[src/rtl/pm_pkg.sv]
package pm_pkg;

   typedef enum logic [2:0] {
      PM_TRUE      = 3'd0,
      PM_STK_RISE  = 3'd1,
      PM_STK_FALL  = 3'd2,
      PM_STK_ANY   = 3'd3,
      PM_HIGH      = 3'd4,
      PM_LOW       = 3'd5,
      PM_FALSE     = 3'd6,
      PM_EDGE_NOW  = 3'd7
   } pm_cond_e;

   localparam int unsigned PM_COND_W = 3;

endpackage

[src/rtl/pm_sync.sv]
module pm_sync #(
   parameter int unsigned WIDTH  = 8,
   parameter int unsigned STAGES = 2
) (
   input  logic             clk,
   input  logic             rst_n,
   input  logic [WIDTH-1:0] async_i,
   output logic [WIDTH-1:0] lvl_o,
   output logic [WIDTH-1:0] rise_o,
   output logic [WIDTH-1:0] fall_o
);

   if (STAGES < 2) begin : g_bad_stages
      $error("pm_sync: STAGES must be at least 2");
   end
   if (WIDTH < 1) begin : g_bad_width
      $error("pm_sync: WIDTH must be at least 1");
   end

   logic [WIDTH-1:0] stg_q [STAGES];
   logic [WIDTH-1:0] prev_q;

   always_ff @(posedge clk or negedge rst_n) begin
      if (!rst_n) begin
         for (int i = 0; i < STAGES; i++) stg_q[i] <= '0;
         prev_q <= '0;
      end else begin
         stg_q[0] <= async_i;
         for (int i = 1; i < STAGES; i++) stg_q[i] <= stg_q[i-1];
         prev_q <= stg_q[STAGES-1];
      end
   end

   assign lvl_o  = stg_q[STAGES-1];
   assign rise_o = stg_q[STAGES-1] & ~prev_q;
   assign fall_o = ~stg_q[STAGES-1] & prev_q;

endmodule

[src/rtl/pm_slice.sv]
module pm_slice
   import pm_pkg::*;
#(
   parameter int unsigned NUM_IN = 8,
   localparam int unsigned SEL_W = (NUM_IN > 1) ? $clog2(NUM_IN) : 1
) (
   input  logic              clk,
   input  logic              rst_n,
   input  logic [NUM_IN-1:0] lvl_i,
   input  logic [NUM_IN-1:0] rise_i,
   input  logic [NUM_IN-1:0] fall_i,
   input  logic [SEL_W-1:0]  src_i,
   input  logic [PM_COND_W-1:0] cond_i,
   input  logic              run_i,
   input  logic              clr_i,
   output logic              cond_o
);

   logic     sel_lvl, sel_rise, sel_fall;
   logic     edge_hit;
   logic     sticky_q;
   pm_cond_e code;

   assign code = pm_cond_e'(cond_i);

   if (NUM_IN == (1 << SEL_W)) begin : g_full_sel
      assign sel_lvl  = lvl_i[src_i];
      assign sel_rise = rise_i[src_i];
      assign sel_fall = fall_i[src_i];
   end else begin : g_part_sel
      logic in_range;
      assign in_range = (int'(src_i) < NUM_IN);
      assign sel_lvl  = in_range & lvl_i[src_i];
      assign sel_rise = in_range & rise_i[src_i];
      assign sel_fall = in_range & fall_i[src_i];
   end

   always_comb begin
      unique case (code)
         PM_STK_RISE: edge_hit = sel_rise;
         PM_STK_FALL: edge_hit = sel_fall;
         PM_STK_ANY:  edge_hit = sel_rise | sel_fall;
         default:     edge_hit = 1'b0;
      endcase
   end

   always_ff @(posedge clk or negedge rst_n) begin
      if (!rst_n)                sticky_q <= 1'b0;
      else if (clr_i || !run_i)  sticky_q <= 1'b0;
      else if (edge_hit)         sticky_q <= 1'b1;
   end

   always_comb begin
      unique case (code)
         PM_TRUE:     cond_o = 1'b1;
         PM_STK_RISE,
         PM_STK_FALL,
         PM_STK_ANY:  cond_o = sticky_q | edge_hit;
         PM_HIGH:     cond_o = sel_lvl;
         PM_LOW:      cond_o = ~sel_lvl;
         PM_FALSE:    cond_o = 1'b0;
         PM_EDGE_NOW: cond_o = sel_rise | sel_fall;
         default:     cond_o = 1'b0;
      endcase
   end

   // a reset-detect command always leaves the remembered edge cleared
   assert_sticky_cleared_R3: assert property (@(posedge clk) disable iff (!rst_n)
      clr_i |=> !sticky_q);

   // idle mode leaves no remembered edge behind
   assert_sticky_idle_R8: assert property (@(posedge clk) disable iff (!rst_n)
      !run_i |=> !sticky_q);

endmodule

[src/rtl/pm_chain.sv]
module pm_chain #(
   parameter int unsigned NUM_SLICE = 8
) (
   input  logic [NUM_SLICE-1:0] cond_i,
   input  logic [NUM_SLICE-1:0] endp_i,
   output logic [NUM_SLICE-1:0] eff_endp_o,
   output logic [NUM_SLICE-1:0] term_o
);

   always_comb begin
      eff_endp_o = endp_i;
      eff_endp_o[NUM_SLICE-1] = 1'b1;
   end

   always_comb begin
      logic run;
      run    = 1'b1;
      term_o = '0;
      for (int k = 0; k < NUM_SLICE; k++) begin
         run       = run & cond_i[k];
         term_o[k] = run & eff_endp_o[k];
         if (eff_endp_o[k]) run = 1'b1;
      end
   end

endmodule

[src/rtl/pattern_match_engine.sv]
module pattern_match_engine
   import pm_pkg::*;
#(
   parameter int unsigned NUM_IN      = 8,
   parameter int unsigned NUM_SLICE   = 8,
   parameter int unsigned SYNC_STAGES = 2,
   localparam int unsigned SEL_W = (NUM_IN > 1) ? $clog2(NUM_IN) : 1
) (
   input  logic                           clk,
   input  logic                           rst_n,
   input  logic [NUM_IN-1:0]              pins_i,
   input  logic [NUM_SLICE*SEL_W-1:0]     cfg_src_i,
   input  logic [NUM_SLICE*PM_COND_W-1:0] cfg_cond_i,
   input  logic [NUM_SLICE-1:0]           cfg_endp_i,
   input  logic                           pm_mode_i,
   input  logic                           evt_en_i,
   input  logic                           detect_clr_i,
   output logic [NUM_SLICE-1:0]           match_status_o,
   output logic                           match_o,
   output logic                           event_o,
   output logic [NUM_SLICE-1:0]           clr_status_o
);

   if (NUM_SLICE < 1 || NUM_SLICE > 64) begin : g_bad_slices
      $error("pattern_match_engine: NUM_SLICE out of range");
   end
   if (NUM_IN < 1 || NUM_IN > 64) begin : g_bad_inputs
      $error("pattern_match_engine: NUM_IN out of range");
   end

   logic [NUM_IN-1:0]    lvl, rise, fall;
   logic [NUM_SLICE-1:0] cond_vec, term_vec, eff_endp;
   logic [NUM_SLICE-1:0] status_q, clr_q, status_d;
   logic                 event_q;

   pm_sync #(.WIDTH(NUM_IN), .STAGES(SYNC_STAGES)) u_sync (
      .clk    (clk),
      .rst_n  (rst_n),
      .async_i(pins_i),
      .lvl_o  (lvl),
      .rise_o (rise),
      .fall_o (fall)
   );

   for (genvar k = 0; k < NUM_SLICE; k++) begin : g_slice
      pm_slice #(.NUM_IN(NUM_IN)) u_slice (
         .clk   (clk),
         .rst_n (rst_n),
         .lvl_i (lvl),
         .rise_i(rise),
         .fall_i(fall),
         .src_i (cfg_src_i[k*SEL_W +: SEL_W]),
         .cond_i(cfg_cond_i[k*PM_COND_W +: PM_COND_W]),
         .run_i (pm_mode_i),
         .clr_i (detect_clr_i),
         .cond_o(cond_vec[k])
      );
   end

   pm_chain #(.NUM_SLICE(NUM_SLICE)) u_chain (
      .cond_i    (cond_vec),
      .endp_i    (cfg_endp_i),
      .eff_endp_o(eff_endp),
      .term_o    (term_vec)
   );

   assign status_d = pm_mode_i ? term_vec : '0;

   always_ff @(posedge clk or negedge rst_n) begin
      if (!rst_n) begin
         status_q <= '0;
         clr_q    <= '0;
         event_q  <= 1'b0;
      end else begin
         status_q <= status_d;
         event_q  <= evt_en_i & (|status_d) & ~(|status_q);
         if (detect_clr_i) clr_q <= ~status_q;
      end
   end

   assign match_status_o = status_q;
   assign match_o        = |status_q;
   assign event_o        = event_q;
   assign clr_status_o   = clr_q;

   // the event pulse lasts a single cycle
   assert_event_single_R7: assert property (@(posedge clk) disable iff (!rst_n)
      event_o |=> !event_o);

   // an event needs the enable at the edge that raised the match
   assert_event_enabled_R7: assert property (@(posedge clk) disable iff (!rst_n)
      event_o |-> ($past(evt_en_i) && match_o));

   // only endpoint slices carry a status bit
   assert_status_endpoint_R6: assert property (@(posedge clk) disable iff (!rst_n)
      $rose(rst_n) || ((match_status_o & ~$past(eff_endp)) == '0));

   // idle mode forces the outputs low
   assert_idle_quiet_R8: assert property (@(posedge clk) disable iff (!rst_n)
      !pm_mode_i |=> (match_status_o == '0 && !event_o));

   // the captured vector is the inverse of the previous status
   assert_clr_capture_R9: assert property (@(posedge clk) disable iff (!rst_n)
      detect_clr_i |=> (clr_status_o == ~$past(match_status_o)));

endmodule

[config.mk]
export PLATFORM = sky130hd
export DESIGN_NAME = pattern_match_engine
export DESIGN_NICKNAME = d
export VERILOG_FILES = /design/src/rtl/pm_pkg.sv /design/src/rtl/pm_sync.sv /design/src/rtl/pm_slice.sv /design/src/rtl/pm_chain.sv /design/src/rtl/pattern_match_engine.sv
export SDC_FILE = /design/constraint.sdc
export NUM_CORES = 1
export LEC_CHECK = 0
export ABC_AREA = 1
export BUFFER_PORTS_ARGS = -buffer_cell sky130_fd_sc_hd__buf_2
export CAP_MARGIN = 20
export CORE_UTILIZATION = 56
export DETAILED_ROUTE_END_ITERATION = 6
export HOLD_SLACK_MARGIN = 0.12
export PLACE_DENSITY = 0.82
export SLEW_MARGIN = 20
export SYNTH_ARGS = -nofsm -noshare
export SYNTH_HDL_FRONTEND = slang
export SYNTH_SLANG_ARGS = --single-unit
export TNS_END_PERCENT = 5
[constraint.sdc]
create_clock -name clk -period 2.9 [get_ports clk]
set_input_delay 0.435 -clock clk [delete_from_list [all_inputs] [get_ports clk]]
set_output_delay 0.435 -clock clk [all_outputs]
set_load 0.01 [all_outputs]
==> Word level (Yosys, flattened, before mapping) <==
Index checks and enable logic that the tools add are counted.
{ "classes": {"magnitude_cmp": 8, "n_eq_ne": 56, "muxes": 88, "bitwise": 46, "reduce_logical": 28} }
{ "op_table": {"columns": ["cell", "count"], "rows": [
  ["$eq 3x3->1 const B", 32],
  ["$bmux 1 s3", 24],
  ["$eq 3x2->1 const B", 16],
  ["$pmux 1 s6", 8],
  ["$mux 1", 47],
  ["$lt 3x4->1 const B", 8],
  ["$eq 3x1->1 const B", 8],
  ["$logic_not 3->1", 8],
  ["$not 8->8", 3],
  ["$pmux 1 s3", 8],
  ["$reduce_or 3->1", 8],
  ["$and 1x1->1", 16],
  ["$and 8x8->8", 2],
  ["$or 1x1->1", 16],
  ["$reduce_bool 2->1", 8],
  ["$reduce_or 8->1", 2],
  ["$not 1->1", 9],
  ["$mux 8", 1],
  ["$logic_not 1->1", 1],
  ["$logic_or 1x1->1", 1]
]} }
{ "totals": {"reg_bits": 49, "inputBits": 69, "out_inout_bits": 18, "word_cells": 240} }

==> Longest topological paths before layout <==
{ "depth": {"ltp_word": 26, "mapped_depth": 26, "ltp_nobuf": 26} }

==> Modules after synthesis <==
From an unflattened synthesis, not the netlist that was laid out.
{ "unflattened": {"hier_cells": 937, "hier_area_um2": 5019.8} }
{ "modules_own_cells": {"columns": ["module", "n_inst", "cells_each", "area_each_um2", "seq_area_each_um2"], "rows": [
  ["pm_slice", 8, 96, 424.2, 25.0],
  ["pm_sync", 1, 64, 780.7, 600.6],
  ["pattern_match_engine", 1, 69, 653.1, 425.4],
  ["pm_chain", 1, 36, 192.7, 0.0]
]} }

==> Worst setup path before layout <==
Ideal clock, no wire load.
{ "synth_timing": {"kind": "input port to flip-flop", "from": "in cfg_src_i[3]", "to": "reg event_q (netlist: event_o)", "setup_ns": 0.073, "arrival_ns": 2.041, "required_ns": 2.827, "path_slack_ns": 0.786, "cell_stages": 26, "n_path_buf": 1, "cell_sequence": "inv_1 > buf_2 > nand3_1 > nand3_1 > nand2_1 > nand2_1 > nand2_1 > nand2_1 > nand2_1 > nand2_1 > nand2_1 > nand2_1 > nand2_1 > nand2_1 > nand2_1 > nand2_1 > nand2_1 > nand2_1 > nand2_1 > nand2_1 > nand2_1 > nand2_1 > nand2_1 > nand2_1 > nand2_1 > a21oi_2"} }
{ "synth_via": {"elab_chain_len": 23, "elab_cells_between_ends": 34, "classes_between": "15 x mux; 18 x bitwise; 1 x reduce/logical"} }
{ "synth_lines": {"columns": ["item", "line", "source"], "rows": [
  ["start, declared", "pattern_match_engine.sv:12", "input logic [NUM_SLICE*SEL_W-1:0] cfg_src_i,"],
  ["$bmux 1 s3, on equally long branches", "pm_slice.sv:28, pm_slice.sv:29", null],
  ["$mux 1, on equally long branches", "pm_slice.sv:28, pm_slice.sv:29", null],
  ["$or 1x1->1", "pm_slice.sv:42, pm_slice.sv:62", null],
  ["$pmux 1 s3", "pm_slice.sv:39", "unique case (code)"],
  ["$or 1x1->1", "pm_slice.sv:58", "PM_STK_ANY: cond_o = sticky_q | edge_hit;"],
  ["$pmux 1 s6 *", "pm_slice.sv:54", "unique case (code)"],
  ["$and 1x1->1 *", "pm_chain.sv:20", "run = run & cond_i[k];"],
  ["$mux 1", "pm_chain.sv:22", "if (eff_endp_o[k]) run = 1'b1;"],
  ["[6 not listed]", null, null],
  ["$and 1x1->1", "pm_chain.sv:20", null],
  ["$mux 1", "pm_chain.sv:22", null],
  ["$and 1x1->1", "pm_chain.sv:20", null],
  ["$mux 1", "pm_chain.sv:22", null],
  ["$and 1x1->1", "pm_chain.sv:20", null],
  ["$mux 8 *", "pattern_match_engine.sv:67", "assign status_d = pm_mode_i ? term_vec : '0;"],
  ["$reduce_or 8->1 *", "pattern_match_engine.sv:76", "event_q <= evt_en_i & (|status_d) & ~(|status_q);"],
  ["$and 1x1->1 * (2 in series)", "pattern_match_engine.sv:76", null],
  ["end signal, assigned", "pattern_match_engine.sv:76", null],
  ["end, declared", "pattern_match_engine.sv:34", "logic event_q;"]
]} }
Mark *: on every way between the ends. The rest lies on a longest branch, timed or not. The select of a mux whose other input is x is not followed.
A chain may end at the register's enable or synchronous reset.

==> Final worst setup path <==
{ "layout_timing": {"from": "reg u_sync.prev_q[2]", "to": "reg event_q (netlist: event_o)"} }
{ "layout_via": {"elab_chain_len": 26, "elab_cells_between_ends": 92, "classes_between": "56 x mux; 35 x bitwise; 1 x reduce/logical"} }
{ "layout_lines": {"columns": ["item", "line", "source"], "rows": [
  ["start, declared", "pm_sync.sv:21", "logic [WIDTH-1:0] prev_q;"],
  ["start signal, assigned", "pm_sync.sv:30", "prev_q <= stg_q[STAGES-1];"],
  ["$not 8->8", "pm_sync.sv:35", "assign rise_o = stg_q[STAGES-1] & ~prev_q;"],
  ["$and 8x8->8", "pm_sync.sv:35", null],
  ["$bmux 1 s3", "pm_slice.sv:28", "assign sel_rise = rise_i[src_i];"],
  ["$mux 1 (implied by the code)", "pm_slice.sv:28", null],
  ["$or 1x1->1", "pm_slice.sv:42, pm_slice.sv:62", null],
  ["$pmux 1 s3", "pm_slice.sv:39", null],
  ["$or 1x1->1", "pm_slice.sv:58", null],
  ["$pmux 1 s6", "pm_slice.sv:54", null],
  ["[9 not listed]", null, null],
  ["$and 1x1->1", "pm_chain.sv:20", null],
  ["$mux 1", "pm_chain.sv:22", null],
  ["$and 1x1->1", "pm_chain.sv:20", null],
  ["$mux 1", "pm_chain.sv:22", null],
  ["$and 1x1->1", "pm_chain.sv:20", null],
  ["$mux 8 *", "pattern_match_engine.sv:67", null],
  ["$reduce_or 8->1 *", "pattern_match_engine.sv:76", null],
  ["$and 1x1->1 * (2 in series)", "pattern_match_engine.sv:76", null]
]} }
Marks and branches as above.

==> results_dict.tcl <==
set metrics [dict create \
    clk_latency_ns 0.32 \
    worst-path-buf-inv 1 \
    finClkSkew_ns 0.0133 \
    finalCritPeriodShare_pct 89.2 \
    synth_top_flop_cell "dfrtp_1" \
    crit_slowest_cell "dfrtp_1" \
    post-route-min-period_ns 2.59 \
    hpwl_um 9760 \
    die-area_um2 7500 \
    cp-start-kind "register" \
    io_pins 87 \
    violations "DRC" \
    h-tree-depth 2 \
    overflow 0 \
    layout-drive-gt1-share_pct 18.4 \
    cp_max_fo 8 \
    grt_use_total_pct 36.0 \
    wl_um 13200 \
    drt_first_pass_iters 7 \
    area_growth_syn_to_layout_pct 17.9 \
    avgSynthCellArea_um2 6.16 \
    wl_per_cell_um 15.6 \
    post-route-util_pct 68.8 \
    yosysWarnings 0 \
    grt_pass1_vias 4483 \
    netlist.area_leader.share_pct 30.6 \
    synth_edf_count 0 \
    rsz0062_at_grt "no" \
    path_class "reg -> reg" \
    maxCapViolCount 0 \
    netlist_instances 650 \
    gp_routability_congestion 0.976 \
    diodes 0 \
    grt_max_degree 23 \
    synth_top_cell_by_area "dfrtp_1" \
    worst_pin_slew_ns 0.490 \
    clockRootBuffer "clkbuf_8" \
    hp-class "in -> reg" \
    cp_common_cell "nand2_1" \
    fmax_mhz 387 \
    start_util_pct 58.3 \
    yosysUniqueCellTypes 32 \
    ys_ff_latch 49 \
    cts_buffers 5 \
    grt_pass1_wl_um 20800 \
    vias 4984 \
    synthArstFlopShare_pct 100 \
    setup-violations-final 0 \
    synth_seq_area_share_pct 30.6 \
    viasPerCell 5.92 \
    die_w_um 86.6 \
    cts_setup_buffers 0 \
    cts.sinks 49 \
    fin_nets 814 \
    finalHoldViolCount 0 \
    rows 30 \
    slowest_delay_ns 0.37 \
    syn_area_um2 4010 \
    cts_buffer_depth 2 \
    status "complete, but fails checks" \
    drt_iter0_drc 527 \
    path_clk_slew_ns 0.11 \
    yosys-top-cells-area "dfrtp_1 (31%), nand2_1 (19%), nand3_1 (11%)" \
    critical_path_arrival_ns 2.84 \
    route.detailed.drc 1 \
    end_kind "register" \
    pwr_density_cell_nw_per_um2 382 \
    critPathRequiredTime_ns 3.15 \
    die_y_um 86.6 \
    cp_top_family "simple AND/OR/NAND/NOR gates" \
    antenna_found_initial 0 \
    fin_tns_setup_ns 0 \
    vdd_ir_drop_max_mv 0.279 \
    design_power_total_uw 1800 \
    p_leak_uw 0.00252 \
    port_buffers 85 \
    ant_nets 0 \
    cts_tree "built" \
    core_um2 6870 \
    slew_headroom_pct 67.2 \
    finalMaxSlewViolations 0 \
    syn-num-nets 719 \
]
cells in the mapped netlist, types with 2 or more instances:
cell type    n
nand3_1     88
clkbuf_1     8
a32oi_1      2
a21oi_1     29
o21ai_1      9
nand2_1    200
buf_2        8
nand3_2      2
nor2_4       3
nor2_1      44
o221ai_1    15
o21ai_0     53
o211ai_1    17
clkinv_1     2
inv_2        9
inv_1       75
buf_6        2
nor4_1       2
nor3_1       9
dfrtp_1     49
o2111ai_1    2
nand4_1      4
a31oi_1      6
nand3b_1     2
nand2_2      3
cell usage in the layout, fill, tap and decap left out, types with 3 or more instances in the layout:
cell | Yosys | final
a21oi_1 | 29 | 29
a31oi_1 | 6 | 6
buf_2 | 8 | 85
buf_4 | 0 | 20
clkbuf_8 | 0 | 5
dfrtp_1 | 49 | 46
dfrtp_2 | 0 | 3
inv_1 | 75 | 74
inv_2 | 9 | 10
nand2_1 | 200 | 200
nand2_2 | 3 | 3
nand3_1 | 88 | 88
nand4_1 | 4 | 4
nor2_1 | 44 | 43
nor2_4 | 3 | 3
nor3_1 | 9 | 9
o211ai_1 | 17 | 17
o21ai_0 | 53 | 53
o21ai_1 | 9 | 9
o221ai_1 | 15 | 15
final timing paths:
kind,cells past startpoint,slack [ns],from,endpoint
max,26,0.31,u_sync.prev_q[2],event_o
min,1,0.21,pins_i[7],u_sync.stg_q[15]
max reg2reg,26,0.31,u_sync.prev_q[2],event_o
min reg2reg,0,0.35,u_sync.stg_q[12],u_sync.lvl_o[4]
max in group asynchronous,3,1.74,rst_n,u_sync.lvl_o[7]
min in group asynchronous,2,0.53,rst_n,u_sync.stg_q[10]
layout make-up:
class | count | area (um2)
Multi-Input combinational cell | 497 | 2370
Fill cell | 627 | 2150
Sequential cell | 49 | 1230
Timing Repair Buffer | 106 | 586
Inverter | 86 | 323
Tap cell | 96 | 120
Clock buffer | 5 | 68.8
Clock inverter | 3 | 28.8
per-stage QoR:
step	worst slack [ns]	std cells	instance area [um2]	hold WS (ns)
after global placement	0.304	833	4610	0.333
after CTS	0.285	842	4720	0.213
final	0.315	842	4720	0.210
after detailed placement	0.231	833	4610	0.335
after global routing	0.00826	842	4720	0.202
after floorplan	0.786	650	4010	0.139
where the power goes:
group          leakage [uW]  total [uW]  internal [uW]  switching, uW
clock             0.0000506         463            181            282
sequential         0.000597         757            722           35.0
combinational       0.00187         581            208            374
total               0.00252        1800           1110            691
flip-flops by register name, indices dropped and copies added (netlist names):
signal and flops:
u_sync.prev_q 8, u_sync.lvl_o 8, clr_status_o 8, match_status_o 8, g_slice.u_slice.sticky_q 8, event_o 1
u_sync.stg_q 8
worst reg2reg max path: cells and delay by family, from the launching register on:
kind                   cells  cell delay [ns]
AND/OR/NAND/NOR           24             1.82
AO/OA/AOI/OAI              1             0.15
flip-flops                 1             0.37
buffers and inverters      1             0.19
routing by layer:
layer | vias to the layer above | global-route usage [%] | share of wire [%] | wire length (um)
li1 | 2366 | - | - | -
met1 | 2250 | 47.3 | 40 | 5300
met2 | 316 | 58.3 | 46 | 6080
met3 | 52 | 8.00 | 11 | 1400
met4 | 0 | 13.3 | 2.9 | 375
met5 | - | 0 | 0 | 0
cells by family after synthesis:
| group | count (synthesis) | share of synthesized area [%] |
|---|---|---|
| AOI/OAI and AO/OA | 139 | 20.8 |
| and+or+nand+nor | 358 | 38.3 |
| DFF | 49 | 30.6 |
| buffers and inverters | 104 | 10.4 |
repair_timing:
action                     in CTS  in global routing
resized for setup               0                  5
hold endpoints to repair       12                  0
hold buffers                    1                  0
setup endpoints to repair       0                  1
No activity file was read; power rests on OpenSTA's default activity.
